`src/rtl/scratchpad_write_unit.sv`:
```
module scratchpad_write_unit #(
  parameter logic [7:0]  WR_CMD     = 8'h0F,
  parameter logic [15:0] ADDR_LIMIT = 16'h0090
) (
  input  logic        clk,
  input  logic        rst_n,
  input  logic        byte_valid,
  input  logic [7:0]  byte_data,
  input  logic        bus_reset,
  input  logic        partial_in,
  input  logic        rd_req,
  input  logic        otp_mode,
  input  logic        en_load_set,
  input  logic        aa_set,
  input  logic [7:0]  mem_rdata,
  output logic [7:0]  mem_addr,
  output logic [7:0]  ta1,
  output logic [7:0]  ta2,
  output logic [7:0]  es_byte,
  output logic [7:0]  rd_byte,
  output logic [63:0] sp_data,
  output logic        en_load
);
  localparam int SP_BYTES = 8;
  localparam int IDX_W    = $clog2(SP_BYTES);

  typedef enum logic [2:0] {S_CMD, S_TA1, S_TA2, S_DATA, S_CRC, S_SKIP} st_t;

  st_t              st;
  logic [7:0]       ta1_q, ta2_q, ta1_raw;
  logic [IDX_W:0]   cnt;
  logic [1:0]       ridx;
  logic [15:0]      crc;
  logic             pf, aa, enl;
  logic [7:0]       sp [SP_BYTES];

  function automatic logic [15:0] crc_step(input logic [15:0] c, input logic [7:0] d);
    logic [15:0] r;
    r = c;
    for (int i = 0; i < 8; i++)
      r = (r[0] ^ d[i]) ? ((r >> 1) ^ 16'hA001) : (r >> 1);
    return r;
  endfunction

  wire        addr_ok = {byte_data, ta1_raw} < ADDR_LIMIT;
  wire        in_otp  = otp_mode && ta2_q == 8'h00 && ta1_q[7:5] == 3'b001;
  wire        in_cfg  = ta2_q == 8'h00 && ta1_q[7:3] == 5'b10001;
  wire        locked  = mem_rdata == 8'hAA || mem_rdata == 8'h55;
  wire [7:0]  wr_val  = (in_cfg && locked) ? mem_rdata :
                        in_otp ? (byte_data & mem_rdata) : byte_data;
  wire [15:0] crc_nx  = crc_step(crc, byte_data);

  always_ff @(posedge clk or negedge rst_n) begin
    if (!rst_n) begin
      st      <= S_CMD;
      ta1_q   <= '0;
      ta2_q   <= '0;
      ta1_raw <= '0;
      cnt     <= '0;
      ridx    <= '0;
      crc     <= '0;
      pf      <= 1'b1;
      aa      <= 1'b0;
      enl     <= 1'b0;
      for (int i = 0; i < SP_BYTES; i++) sp[i] <= '0;
    end else begin
      if (en_load_set) enl <= 1'b1;
      if (aa_set)      aa  <= 1'b1;
      if (bus_reset) begin
        if (partial_in && st == S_DATA) pf <= 1'b1;
        st <= S_CMD;
      end else if (byte_valid) begin
        case (st)
          S_CMD: begin
            crc <= crc_step(16'h0000, byte_data);
            st  <= (byte_data == WR_CMD) ? S_TA1 : S_SKIP;
          end
          S_TA1: begin
            ta1_raw <= byte_data;
            crc     <= crc_nx;
            st      <= S_TA2;
          end
          S_TA2: begin
            enl <= 1'b0;
            if (addr_ok) begin
              ta1_q <= {ta1_raw[7:IDX_W], {IDX_W{1'b0}}};
              ta2_q <= byte_data;
              pf    <= 1'b0;
              aa    <= 1'b0;
              cnt   <= '0;
              crc   <= crc_nx;
              st    <= S_DATA;
            end else begin
              st <= S_SKIP;
            end
          end
          S_DATA: begin
            sp[cnt[IDX_W-1:0]] <= wr_val;
            crc <= crc_nx;
            cnt <= cnt + 1'b1;
            if (cnt == SP_BYTES - 1) begin
              st   <= S_CRC;
              ridx <= '0;
            end
          end
          default: ;
        endcase
      end
      if (!bus_reset && rd_req && st == S_CRC && ridx != 2'd2) ridx <= ridx + 1'b1;
    end
  end

  assign mem_addr = {ta1_q[7:IDX_W], cnt[IDX_W-1:0]};
  assign ta1      = ta1_q;
  assign ta2      = ta2_q;
  assign en_load  = enl;
  assign es_byte  = {aa, 1'b1, pf, 2'b11, {IDX_W{1'b1}}};
  assign rd_byte  = (st != S_CRC) ? 8'hFF :
                    (ridx == 2'd0) ? ~crc[7:0] :
                    (ridx == 2'd1) ? ~crc[15:8] : 8'hFF;

  for (genvar k = 0; k < SP_BYTES; k++) begin : g_sp
    assign sp_data[8*k +: 8] = sp[k];
  end
endmodule

```
`config.mk`:
```
export PLATFORM = sky130hd
export DESIGN_NAME = scratchpad_write_unit
export DESIGN_NICKNAME = d
export VERILOG_FILES = /design/src/rtl/scratchpad_write_unit.sv
export SDC_FILE = /design/constraint.sdc
export NUM_CORES = 1
export LEC_CHECK = 0
export ABC_AREA = 1
export BUFFER_PORTS_ARGS = -buffer_cell sky130_fd_sc_hd__buf_2
export CAP_MARGIN = 20
export CORE_AREA = 8 8 121 123
export DETAILED_ROUTE_END_ITERATION = 12
export DIE_AREA = 0 0 129 131
export GPL_ROUTABILITY_DRIVEN = 0
export PLACE_DENSITY_LB_ADDON = 0.12
export SYNTH_ARGS = -nofsm -noshare
export SYNTH_HDL_FRONTEND = slang
export SYNTH_SLANG_ARGS = --single-unit
```
`constraint.sdc`:
```
create_clock -name clk -period 3.8 [get_ports clk]
set_input_delay 0.76 -clock clk [delete_from_list [all_inputs] [get_ports clk]]
set_output_delay 0.76 -clock clk [all_outputs]
set_load 0.02 [all_outputs]
```
**Yosys cells after proc, flatten, opt, wreduce, memory -nomap -nowiden**

Cells that the tools add are included.

- Output and inout port bits: 105
- Bits of input ports: 25
- Word-level logic and storage cells: 160
- Bits in registers: 113

- Order comparisons: 3
- Multiplexer cells: 53
- Bitwise gates (word level): 35
- Equal/unequal tests: 17
- Reduce and logical (&&, ||, !) cells: 32
- Add/subtract/negate cells: 2

Operator list:

| cell | count |
|---|---|
| 16-bit 2-to-1 mux | 17 |
| 64-bit bitwise mux | 1 |
| 8-bit 2-to-1 mux | 6 |
| 16-bit one-hot mux with 3 select lines | 1 |
| 2-bit inverter with 3-bit output | 15 |
| 8-bit demux with 3-bit select | 1 |
| 4-bit AND reduction | 5 |
| 16-bit by 8-bit less-than comparator with 1-bit output (second input constant) | 1 |
| 8-bit inverter | 2 |
| 3-bit 2-to-1 mux | 5 |
| 1-bit XOR | 15 |
| 1-bit 2-to-1 mux | 14 |
| 2-bit nonzero test | 7 |
| 3-bit one-hot mux with 4 select lines | 1 |
| 2-bit 2-to-1 mux | 5 |
| 1-bit logical AND | 9 |
| 3-bit AND reduction | 3 |
| 8-bit bitwise AND | 1 |
| 8-bit by 4-bit equality test with 1-bit output (second input constant) | 1 |
| 8-bit by 7-bit equality test with 1-bit output (second input constant) | 1 |
| 8-bit equality test (second input constant) | 1 |
| 8-bit logical NOT | 1 |
| 4-bit one-hot mux with 2 select lines | 1 |
| 3-bit by 1-bit equality test with 1-bit output (second input constant) | 2 |
| other kinds (23) | 26 |

**Depth between registers and ports, before layout**

Gate-level depths: netlist of the first run.

- Word-level depth: 18
- Depth in mapped cells: 15
- Depth with buffers taken out: 15

**Least setup slack after synthesis of the first run**

No wires, ideal clock.

- Path type: input-to-reg
- Start: in byte_data[0]
- End: reg crc[0]
- Library setup time: 120 ps
- Path buffers: 0
- Data arrival time: 1929 ps
- Setup slack: 1752 ps
- Required time: 3680 ps
- Cell stages on the path: 11
- Cells stage by stage: inv_2 -> ha_1 -> xnor2_1 -> xnor2_1 -> or2_1 -> nand2_1 -> nand2_1 -> nand3_1 -> nand2_1 -> inv_2 -> a21oi_2

- Cells in the longest elaborated chain, start to end: 18
- Elaborated cells on any way between the ends: 36
- Classes of those cells: order compare: 1; eq/ne: 1; mux: 18; bitwise: 15; reduce/logical: 1

RTL lines:

| element | RTL line | text |
|---|---|---|
| start: declaration | 8 | `input logic [7:0] byte_data,` |
| 1-bit XOR | 41 | `r = (r[0] ^ d[i]) ? ((r >> 1) ^ 16'hA001) : (r >> 1);` |
| 16-bit 2-to-1 mux | 41 |  |
| 1-bit XOR | 41 |  |
| 16-bit 2-to-1 mux | 41 |  |
| 1-bit XOR | 41 |  |
| 16-bit 2-to-1 mux | 41 |  |
| 1-bit XOR | 41 |  |
| 16-bit 2-to-1 mux | 41 |  |
| [... 2 more ...] | n/a |  |
| 1-bit XOR | 41 |  |
| 16-bit 2-to-1 mux | 41 |  |
| 1-bit XOR | 41 |  |
| 16-bit 2-to-1 mux | 41 |  |
| 1-bit XOR | 41 |  |
| 16-bit 2-to-1 mux | 41 |  |
| 16-bit 2-to-1 mux | 85 | `if (addr_ok) begin` |
| 16-bit one-hot mux with 3 select lines | 73 | `case (st)` |
| end signal: assignment | 75 | `crc <= crc_step(16'h0000, byte_data);` |
| end signal: assignment | 80 | `crc <= crc_nx;` |
| end signal: assignment | 91 | `crc <= crc_nx;` |
| end: declaration | 33 | `logic [15:0] crc;` |

Several ways; a longest one is shown, not always the timed one. The select of a mux whose other input is x is not followed.
A chain may end at the register's enable or synchronous reset.

**Final worst setup path of the first run**

- Start: reg ridx[0]
- End: out rd_byte[6]

- Cells in the longest elaborated chain, start to end: 4
- Elaborated cells on any way between the ends: 5
- Classes of those cells: eq/ne: 1; mux: 3; reduce/logical: 1

RTL lines:

| element | RTL line | text |
|---|---|---|
| start: declaration | 32 | `logic [1:0] ridx;` |
| start signal: assignment | 109 | `if (!bus_reset && rd_req && st == S_CRC && ridx != 2'd2) ridx <= ridx + 1'b1;` |
| 2-bit by 1-bit equality test with 1-bit output | 120 | `(ridx == 2'd1) ? ~crc[15:8] : 8'hFF;` |
| 8-bit 2-to-1 mux | 120 |  |
| 8-bit 2-to-1 mux (*) | 119 | `(ridx == 2'd0) ? ~crc[7:0] :` |
| 8-bit 2-to-1 mux (*) | 118 | `assign rd_byte = (st != S_CRC) ? 8'hFF :` |
| end: declaration | 20 | `output logic [7:0] rd_byte,` |

Every way passes the cells marked *; elsewhere a longest branch is shown, timed or not.

==> results of run 1 <==
[cell type report]
class / instances / share of cell area, %
well taps: 176 / 3.40
clock buffers: 12 / 3.96
clock inverters: 3 / 0.676
multi-input cells: 447 / 36.2
flip-flops and latches: 110 / 42.5
repair buffers: 121 / 9.62
inverters: 62 / 3.59
[worst max path at each step]
stage                      start          to  slack (ps)  depth (start not counted)
floorplan           byte_data[0]      crc[0]        1750                         11
finish                   ridx[0]  rd_byte[6]        1030                          7
detailed placement  byte_data[6]      ta2[0]        1250                         13
global placement    byte_data[6]      ta2[0]        1280                         13
global route             ridx[0]  rd_byte[3]         890                          7
CTS                      ridx[0]  rd_byte[6]        1010                          7
[per-layer routing]
metal | wire, um | global-route usage (%) | up-vias
li1 | - | - | 2288
met1 | 6520 | 22.3 | 2170
met2 | 7310 | 29.9 | 120
met3 | 676 | 2.72 | 19
met4 | 313 | 7.88 | 0
met5 | 0 | 0 | -
[Yosys cell counts, drive strengths merged]
cell / number / area share (%)
a211oi: 1 / 0.13
a21oi: 6 / 0.67
a31oi: 5 / 0.56
buf: 33 / 5.0
clkbuf: 3 / 0.20
conb: 2 / 0.13
dfrtp: 109 / 49
dfstp: 1 / 0.47
ha: 12 / 2.7
inv: 62 / 4.2
nand2: 214 / 15
nand3: 31 / 4.4
nand4: 7 / 0.78
nor2: 29 / 2.4
nor3: 3 / 0.45
nor4: 2 / 0.22
o211ai: 3 / 0.40
o21a: 1 / 0.13
o21ai: 105 / 10
o22ai: 9 / 1.0
o311ai: 2 / 0.31
or2: 1 / 0.11
xnor2: 2 / 0.31
xor2: 5 / 0.92
[power breakdown]
part | total (mW) | internal, mW | switching [mW] | leakage [nW]
sequential | 1.53 | 1.35 | 0.182 | 1.47
combinational | 1.07 | 0.327 | 0.738 | 1.76
clock | 0.948 | 0.544 | 0.404 | 0.149
[state kept, by name (all words and copies together), names as in the netlist, 2 cells and up]
register / count
cnt: 4
crc: 16
ridx: 2
sp_data: 64
st: 3
ta1: 5
ta1_raw: 5
ta2: 8
[worst reg2reg max path, stage by stage (launching register included)]
cell and delay [ps]:
dfrtp_1 410, inv_2 110, nor2_4 140, inv_2 70, nor2_2 100, nand2_1 70, inv_2 300, nand3_1 510
nand2_1 230, o21ai_2 70
[cell families after synthesis]
family | count (synthesis) | share of synthesized area, %
other cells | 2 | 0.134
xor+xnor | 7 | 1.23
buf+inv | 98 | 9.34
fa+ha+maj | 12 | 2.68
flops | 110 | 49.2
simple gates | 287 | 23.7
compound gates | 132 | 13.7
[stage by stage]
| stage | worst slack, ps | hold slack [ps] | cell area (um^2) | instances | util (%) |
|---|---|---|---|---|---|
| floorplan | 1750 | 443 | 5620 | 655 | - |
| global placement | 1280 | 457 | 6180 | 916 | 48.0 |
| detailed placement | 1250 | 464 | 6180 | 916 | 48.0 |
| CTS | 1010 | 450 | 6480 | 931 | 50.3 |
| global route | 888 | 479 | 6480 | 931 | 50.3 |
| finish | 1030 | 425 | 6480 | 931 | 50.3 |
==> out/results.tsv, run 1 <==
stage	metric	value	unit
timing	RSZ-0062 raised after global routing	no	
timing	Slew Limit Fails	0	
detailed_routing	DRT iter0 DRCs	322	
detailed_routing	WL final	14800	um
min_path	Hold Path Class	in -> async	
critical_path	Crit Reg-Reg Endpoint	sp_data[30]	
critical_path	Worst setup SP type	flop	
cts	CTS Buf Count	9	
synthesis	Mean Syn Cell Area	8.64	um^2
pwr	Final Power	3.55	mW
detailed_routing	Routed Antenna Nets	0	
die	Core Box Area	12900	um^2
critical_path	worst path bufs/invs	3	
critical_path	R2R Path Start	st[1]	
place	port bufs	120	
cts	post-cts sizing count	0	
global_routing	largest net degree at the start of global routing	62	
global_routing	vias in the first global route	4362	
critical_path	CP Capture Type	output port	
critical_path	Largest stage delay, worst path	390	ps
place	hpwl dp	11100	um
synthesis	Yosys warnings	0	
cells_and_area	Layout area overhead	15.7	%
cts	CTS Hold Buffers Added	0	
cells_and_area	commonest non-fill, non-tap cell in the layout	nand2_1	
die	Die W	129	um
cts	setup repair bufs after CTS	0	
timing	Worst slew margin	56.8	%
cells_and_area	most frequent cells in the layout	nand2_1 (203), buf_2 (119), dfrtp_1 (109)	
cells_and_area	layout cell share with drive strength beyond 1	25.6	%
timing	Sum Neg Setup Slack	0	ps
die	io pins	130	
pwr	PD cells	548	nW/um^2
cts	worst skew pair latency	350	ps
synthesis	Synth Register Bits	110	
cells_and_area	FILL cells	1295	
die	Cell Rows	42	
global_routing	antenna violations before repair	0	
cells_and_area	register area	2750	um^2
detailed_routing	DR pass1 iterations	4	
critical_path	worst-path fanout max	11	
cts	clock sink count	110	
timing	endpoints failing hold	0	
timing	Highest Clock Rate	361	MHz
synthesis	Gate Count Post-Synth	648	
cells_and_area	Nets	788	
critical_path	worst path arrival time	2010	ps
pwr	P_leak	3.37	nW
outcome	status	finished clean	
detailed_routing	average via count per standard cell	4.94	
timing	post-route minimum period	2770	ps
critical_path	CP top delay family	buffers and inverters	
critical_path	highest-delay cell along the critical path	dfrtp_1	
pwr	VDD IR-drop max	281	uV
cts	H-tree Lvls	3	
synthesis	Synth Cell Area	5600	um^2
die	Starting Density	43.5	%
global_routing	first-pass GRT wire length	23100	um
cts	Clock Path Buffers	2	
synthesis	Seq/Total Area, Yosys	49.2	%
detailed_routing	DR vias	4597	
cells_and_area	area of the multi-input gates	2350	um^2
cells_and_area	Antenna Diode Count	0	
cts	CTS tree	yes	
detailed_routing	WL/cell	15.9	um
detailed_routing	DR DRC count	0	
global_routing	gr usage total	17.8	%
timing	worst slew pin tran	645	ps
run	Max-Cap Viols	0	
critical_path	Crit path required time	3040	ps
timing	fin crit share	72.9	%
die	die area	16900	um^2
die	Die Ht	131	um
global_routing	global route overflow	0	
critical_path	Crit Path Class	reg -> out	
critical_path	critical-path cell list	inv_1 > ha_1 > inv_1 > nand2_1 > o22ai_1 > nand2_1 > buf_2	
critical_path	Register-to-Register Path Depth	9	
cts	Clk pin slew, worst setup/hold paths	70	ps
synthesis	post-synth cell types	39	
cts	root buf cell	clkbuf_16	
timing	clk_skew	7.55	ps
critical_path	R2R Setup Slk	1680	ps
timing	setup violators final	0	
Note: power is estimated with default switching activity, not from simulation.
==> run 2: changes to the inputs <==
clock period = 2.7 ns   (was 3.8 ns; I/O delays follow)
==> out/results.tsv, run 2 (same netlist as run 1, synthesis figures left out) <==
stage	metric	value	unit	change
outcome	status	finished clean		unchanged
run	Max-Cap Viols	0		unchanged
global_routing	GR Util met1	21.1	%	was 22.3%
global_routing	first-pass GRT wire length	22800	um	was 23100 um
global_routing	gr usage total	17.4	%	was 17.8%
critical_path	worst-path fanout max	9		was 11
timing	worst slew pin tran	672	ps	was 645 ps
detailed_routing	DR pass1 iterations	5		was 4
pwr	P_leak	3.39	nW	was 3.37 nW
timing	fin crit share	84.3	%	
critical_path	Crit path required time	2160	ps	was 3040 ps
cells_and_area	Layout area overhead	16.3	%	was 15.7%
timing	Sum Neg Setup Slack	0	ps	unchanged
min_path	Hold Path Class	in -> async		unchanged
detailed_routing	Routed Antenna Nets	0		unchanged
detailed_routing	DR vias	4636		was 4597
timing	endpoints failing hold	0		unchanged
timing	Fin Hold WS	65.8	ps	was 425 ps
pwr	VDD IR-drop max	577	uV	was 281 uV
critical_path	Crit Path Class	reg -> out		unchanged
global_routing	antenna violations before repair	0		unchanged
global_routing	met3 Track Usage GR	3.77	%	was 2.72%
critical_path	Crit Reg-Reg Endpoint	crc[6]		was sp_data[30]
cells_and_area	Antenna Diode Count	0		unchanged
critical_path	R2R Path Start	st[0]		was st[1]
global_routing	largest net degree at the start of global routing	44		was 62
cts	clock sink count	110		unchanged
detailed_routing	DR DRC count	0		unchanged
detailed_routing	WL/cell	15.7	um	was 15.9 um
detailed_routing	average via count per standard cell	4.96		was 4.94
cts	post-cts sizing count	0		unchanged
cells_and_area	most frequent cells in the layout	nand2_1 (203), buf_2 (119), dfrtp_1 (109)		unchanged
critical_path	Worst setup SP type	flop		unchanged
die	die area	16900	um^2	unchanged
die	Core Box Area	12900	um^2	unchanged
critical_path	highest-delay cell along the critical path	nor3_2		was dfrtp_1
critical_path	CP top delay family	simple AND/OR/NAND/NOR gates		was buffers and inverters
place	Setup WS pre-CTS	453	ps	was 1250 ps
die	Die W	129	um	unchanged
critical_path	Largest stage delay, worst path	520	ps	was 390 ps
cells_and_area	layout cell share with drive strength beyond 1	26.1	%	was 25.6%
critical_path	worst path arrival time	1740	ps	was 2010 ps
pwr	Final Power	5.02	mW	was 3.55 mW
critical_path	Register-to-Register Path Depth	8		was 9
timing	setup violators final	0		unchanged
timing	RSZ-0062 raised after global routing	no		unchanged
global_routing	vias in the first global route	4390		was 4362
cells_and_area	max reg flops	64		unchanged
place	placed cell count	920		was 916
cts	root buf cell	clkbuf_16		unchanged
cells_and_area	commonest non-fill, non-tap cell in the layout	nand2_1		unchanged
timing	clk_skew	8.28	ps	was 7.55 ps
cts	H-tree Lvls	3		unchanged
cts	worst skew pair latency	360	ps	was 350 ps
die	Die Ht	131	um	unchanged
place	port bufs	120		unchanged
critical_path	worst path bufs/invs	2		was 3
cells_and_area	final non-filler cell total	935		was 931
critical_path	R2R Setup Slk	630	ps	was 1680 ps
detailed_routing	DRT iter0 DRCs	327		was 322
cts	setup repair bufs after CTS	0		unchanged
global_routing	global route overflow	0		unchanged
timing	Slew Limit Fails	0		unchanged
cts	CTS tree	yes		unchanged
timing	post-route minimum period	2280	ps	
die	Starting Density	43.5	%	unchanged
cts	CTS Buf Count	9		unchanged
global_routing	GR peak layer	met2		unchanged
place	hpwl dp	11300	um	was 11100 um
critical_path	critical-path cell list	inv_1 > nor3_2 > nand2_1 > buf_2		was inv_1 > ha_1 > inv_1 > nand2_1 > o22ai_1 > nand2_1 > buf_2
die	Cell Rows	42		unchanged
critical_path	critical path depth	4		was 7
cts	Clock Path Buffers	2		unchanged
pwr	PD cells	772	nW/um^2	was 548 nW/um^2
cells_and_area	Nets	792		was 788
global_routing	met2 Usage GRT	29.6	%	was 29.9%
cts	CTS Hold Buffers Added	0		unchanged
detailed_routing	WL final	14700	um	was 14800 um
critical_path	CP Capture Type	output port		unchanged
timing	Worst slew margin	55.0	%	was 56.8%
cts	Clk pin slew, worst setup/hold paths	70	ps	about the same
die	io pins	130		unchanged
timing	Final WS setup	424	ps	was 1030 ps
timing	Highest Clock Rate	439	MHz	
[run 2: worst max-delay path by stage]
stage,startpoint,slack (ps),endpoint
4_1_cts,st[2],380,rd_byte[3]
2_1_floorplan,byte_data[0],870,crc[0]
6_report,st[2],420,rd_byte[3]
5_1_grt,st[2],250,rd_byte[3]
3_3_place_gp,byte_data[6],420,ta2[2]
3_5_place_dp,byte_data[7],450,ta2[2]
[run 2: layer usage]
| metal | wire (um) | up-vias |
|---|---|---|
| li1 | - | 2301 |
| met1 | 6270 | 2179 |
| met2 | 7230 | 137 |
| met3 | 847 | 19 |
| met4 | 310 | 0 |
| met5 | 0 | - |
[run 2: cell type report]
class                   count  area, um^2
flip-flops and latches    110        2750
multi-input cells         447        2350
fillers                  1282        6360
clock buffers              10         239
repair buffers            125         653
well taps                 176         220
clock inverters             5        65.1
inverters                  62         233
[run 2: power breakdown]
group | switching [mW] | internal [mW]
sequential | 0.255 | 1.90
combinational | 1.04 | 0.473
clock | 0.610 | 0.750
[run 2: through the flow]
step / area, um^2 / utilization (%)
2_1_floorplan: 5620 / -
3_3_place_gp: 6210 / 48.2
3_5_place_dp: 6210 / 48.2
4_1_cts: 6510 / 50.6
5_1_grt: 6510 / 50.6
6_report: 6510 / 50.6
==> run 3: changes to the inputs <==
clock period = 2 ns   (was 2.7 ns; I/O delays follow)
==> out/results.tsv, run 3 (same netlist as run 1, synthesis figures left out) <==
stage	metric	value	unit	change
outcome	status	finished clean		unchanged
cells_and_area	Antenna Diode Count	0		unchanged
detailed_routing	DR DRC count	0		unchanged
critical_path	highest-delay cell along the critical path	dfrtp_1		was nor3_2
detailed_routing	DRT iter0 DRCs	288		was 327
place	port bufs	120		unchanged
die	Starting Density	43.5	%	unchanged
timing	clk_skew	7.05	ps	was 8.28 ps
cts	CTS Hold Buffers Added	0		unchanged
timing	Sum Neg Setup Slack	0	ps	unchanged
critical_path	worst-path fanout max	5		was 9
detailed_routing	DR vias	4725		was 4636
cells_and_area	most frequent cells in the layout	nand2_1 (200), buf_2 (113), dfrtp_1 (109)		was nand2_1 (203), buf_2 (119), dfrtp_1 (109)
die	Cell Rows	42		unchanged
timing	worst slew pin tran	524	ps	was 672 ps
critical_path	worst path arrival time	1580	ps	was 1740 ps
timing	Slew Limit Fails	0		unchanged
detailed_routing	average via count per standard cell	4.90		was 4.96
detailed_routing	Routed Antenna Nets	0		unchanged
pwr	PD cells	1040	nW/um^2	was 772 nW/um^2
critical_path	Largest stage delay, worst path	400	ps	was 520 ps
die	Die Ht	131	um	unchanged
critical_path	CP top delay family	buffers and inverters		was simple AND/OR/NAND/NOR gates
global_routing	vias in the first global route	4476		was 4390
cells_and_area	register area	2750	um^2	unchanged
detailed_routing	WL/cell	15.6	um	was 15.7 um
critical_path	worst path bufs/invs	4		was 2
cts	root buf cell	clkbuf_16		unchanged
pwr	VDD IR-drop max	709	uV	was 577 uV
critical_path	CP Capture Type	output port		unchanged
cells_and_area	Layout area overhead	23.1	%	was 16.3%
die	Core Box Area	12900	um^2	unchanged
global_routing	largest net degree at the start of global routing	46		was 44
cts	H-tree Lvls	3		unchanged
detailed_routing	WL final	15000	um	was 14700 um
run	Max-Cap Viols	0		unchanged
critical_path	Crit Path Class	reg -> out		unchanged
timing	endpoints failing hold	0		unchanged
timing	fin crit share	98.8	%	
timing	setup violators final	0		unchanged
cells_and_area	post-route cell area	6890	um^2	was 6510 um^2
cells_and_area	commonest non-fill, non-tap cell in the layout	nand2_1		unchanged
pwr	P_leak	3.58	nW	was 3.39 nW
timing	post-route minimum period	1980	ps	
pwr	Final Power	7.18	mW	was 5.02 mW
critical_path	Crit path required time	1600	ps	was 2160 ps
cells_and_area	max reg flops	64		unchanged
cts	clock sink count	110		unchanged
die	io pins	130		unchanged
place	hpwl dp	11400	um	was 11300 um
cells_and_area	Nets	822		was 792
global_routing	gr usage total	17.7	%	was 17.4%
timing	Final WS setup	24.6	ps	was 424 ps
cells_and_area	layout cell share with drive strength beyond 1	30.7	%	was 26.1%
cells_and_area	fin util	53.5	%	was 50.6%
cts	CTS Buf Count	9		unchanged
critical_path	critical-path cell list	inv_2 > ha_4 > inv_4 > buf_4 > o22ai_2 > nand2_1 > buf_2		was inv_1 > nor3_2 > nand2_1 > buf_2
timing	Worst slew margin	65.0	%	was 55.0%
timing	RSZ-0062 raised after global routing	yes		was no
cells_and_area	FILL cells	1231		was 1282
global_routing	first-pass GRT wire length	23200	um	was 22800 um
min_path	Hold Path Class	in -> async		unchanged
global_routing	global route overflow	0		unchanged
cts	worst skew pair latency	350	ps	was 360 ps
place	Setup WS pre-CTS	7.25	ps	was 453 ps
cts	CTS tree	yes		unchanged
global_routing	antenna violations before repair	0		unchanged
timing	Highest Clock Rate	506	MHz	
detailed_routing	DR pass1 iterations	4		was 5
cells_and_area	area of the multi-input gates	2450	um^2	was 2350 um^2
cts	Clock Path Buffers	2		unchanged
die	Die W	129	um	unchanged
cts	Clk pin slew, worst setup/hold paths	70	ps	about the same
critical_path	Worst setup SP type	flop		unchanged
place	Placement Cell Area	6410	um^2	was 6210 um^2
die	die area	16900	um^2	unchanged
## run 3: cell count changes in the layout (fill, tap and decap cells not counted), moves of 3 or more
| cell | before | now |
|---|---|---|
| buf_6 | 0 | 7 |
| nand2_1 | 203 | 200 |
| o22ai_1 | 9 | 4 |
| inv_1 | 50 | 47 |
| buf_4 | 5 | 32 |
| buf_2 | 119 | 113 |
| o22ai_2 | 0 | 4 |
## run 3: cell type report
type | instances | share of cell area [%]
Sequential cell | 110 | 40.0
Multi-Input combinational cell | 448 | 35.6
Timing Repair Buffer | 154 | 13.4
Clock buffer | 12 | 3.72
Inverter | 62 | 3.41
Tap cell | 176 | 3.20
Clock inverter | 3 | 0.636
## run 3: power breakdown
group          leakage (nW)  total, mW  switching [mW]  internal, mW
logic                  1.97       2.50            1.61         0.891
clock network         0.149       1.82           0.785          1.03
registers              1.47       2.86           0.296          2.57
## run 3: path summary, 6_finish.rpt
| path | slack [ps] | depth (start not counted) | from | to |
|---|---|---|---|---|
| worst max-delay path | 20 | 7 | ridx[1] | rd_byte[0] |
| worst max register to register | 210 | 8 | ta2[5] | sp_data[27] |
| worst min register to register | 480 | 2 | sp_data[7] | sp_data[7] |
| min in group clk | 250 | 3 | aa_set | aa |
| worst min-delay path | 9 | 1 | rst_n | sp_data[6] |
| max in group asynchronous | 1370 | 2 | rst_n | pf |
## run 3: through the flow
stage,hold slack (ps),std cells
after floorplan,104,655
after global placement,394,946
after detailed placement,398,946
after CTS,18.5,963
after global routing,44.0,965
final,9.21,965
## run 3: repair_timing
| item | CTS | global route |
|---|---|---|
| resized for setup | 13 | 26 |
| cloned | 0 | 2 |
| pin swaps | 1 | 2 |
| endpoints found under the setup margin | 8 | 64 |
| buffers inserted | 2 | 0 |
## run 3: layer usage
layer  GRT usage, %  part of all wire [%]  up-vias
met3           3.00                   5.0       20
met5              0                     0        -
met1           22.2                    43     2232
li1               -                     -     2365
met2           29.7                    50      108
met4           7.46                   2.0        0
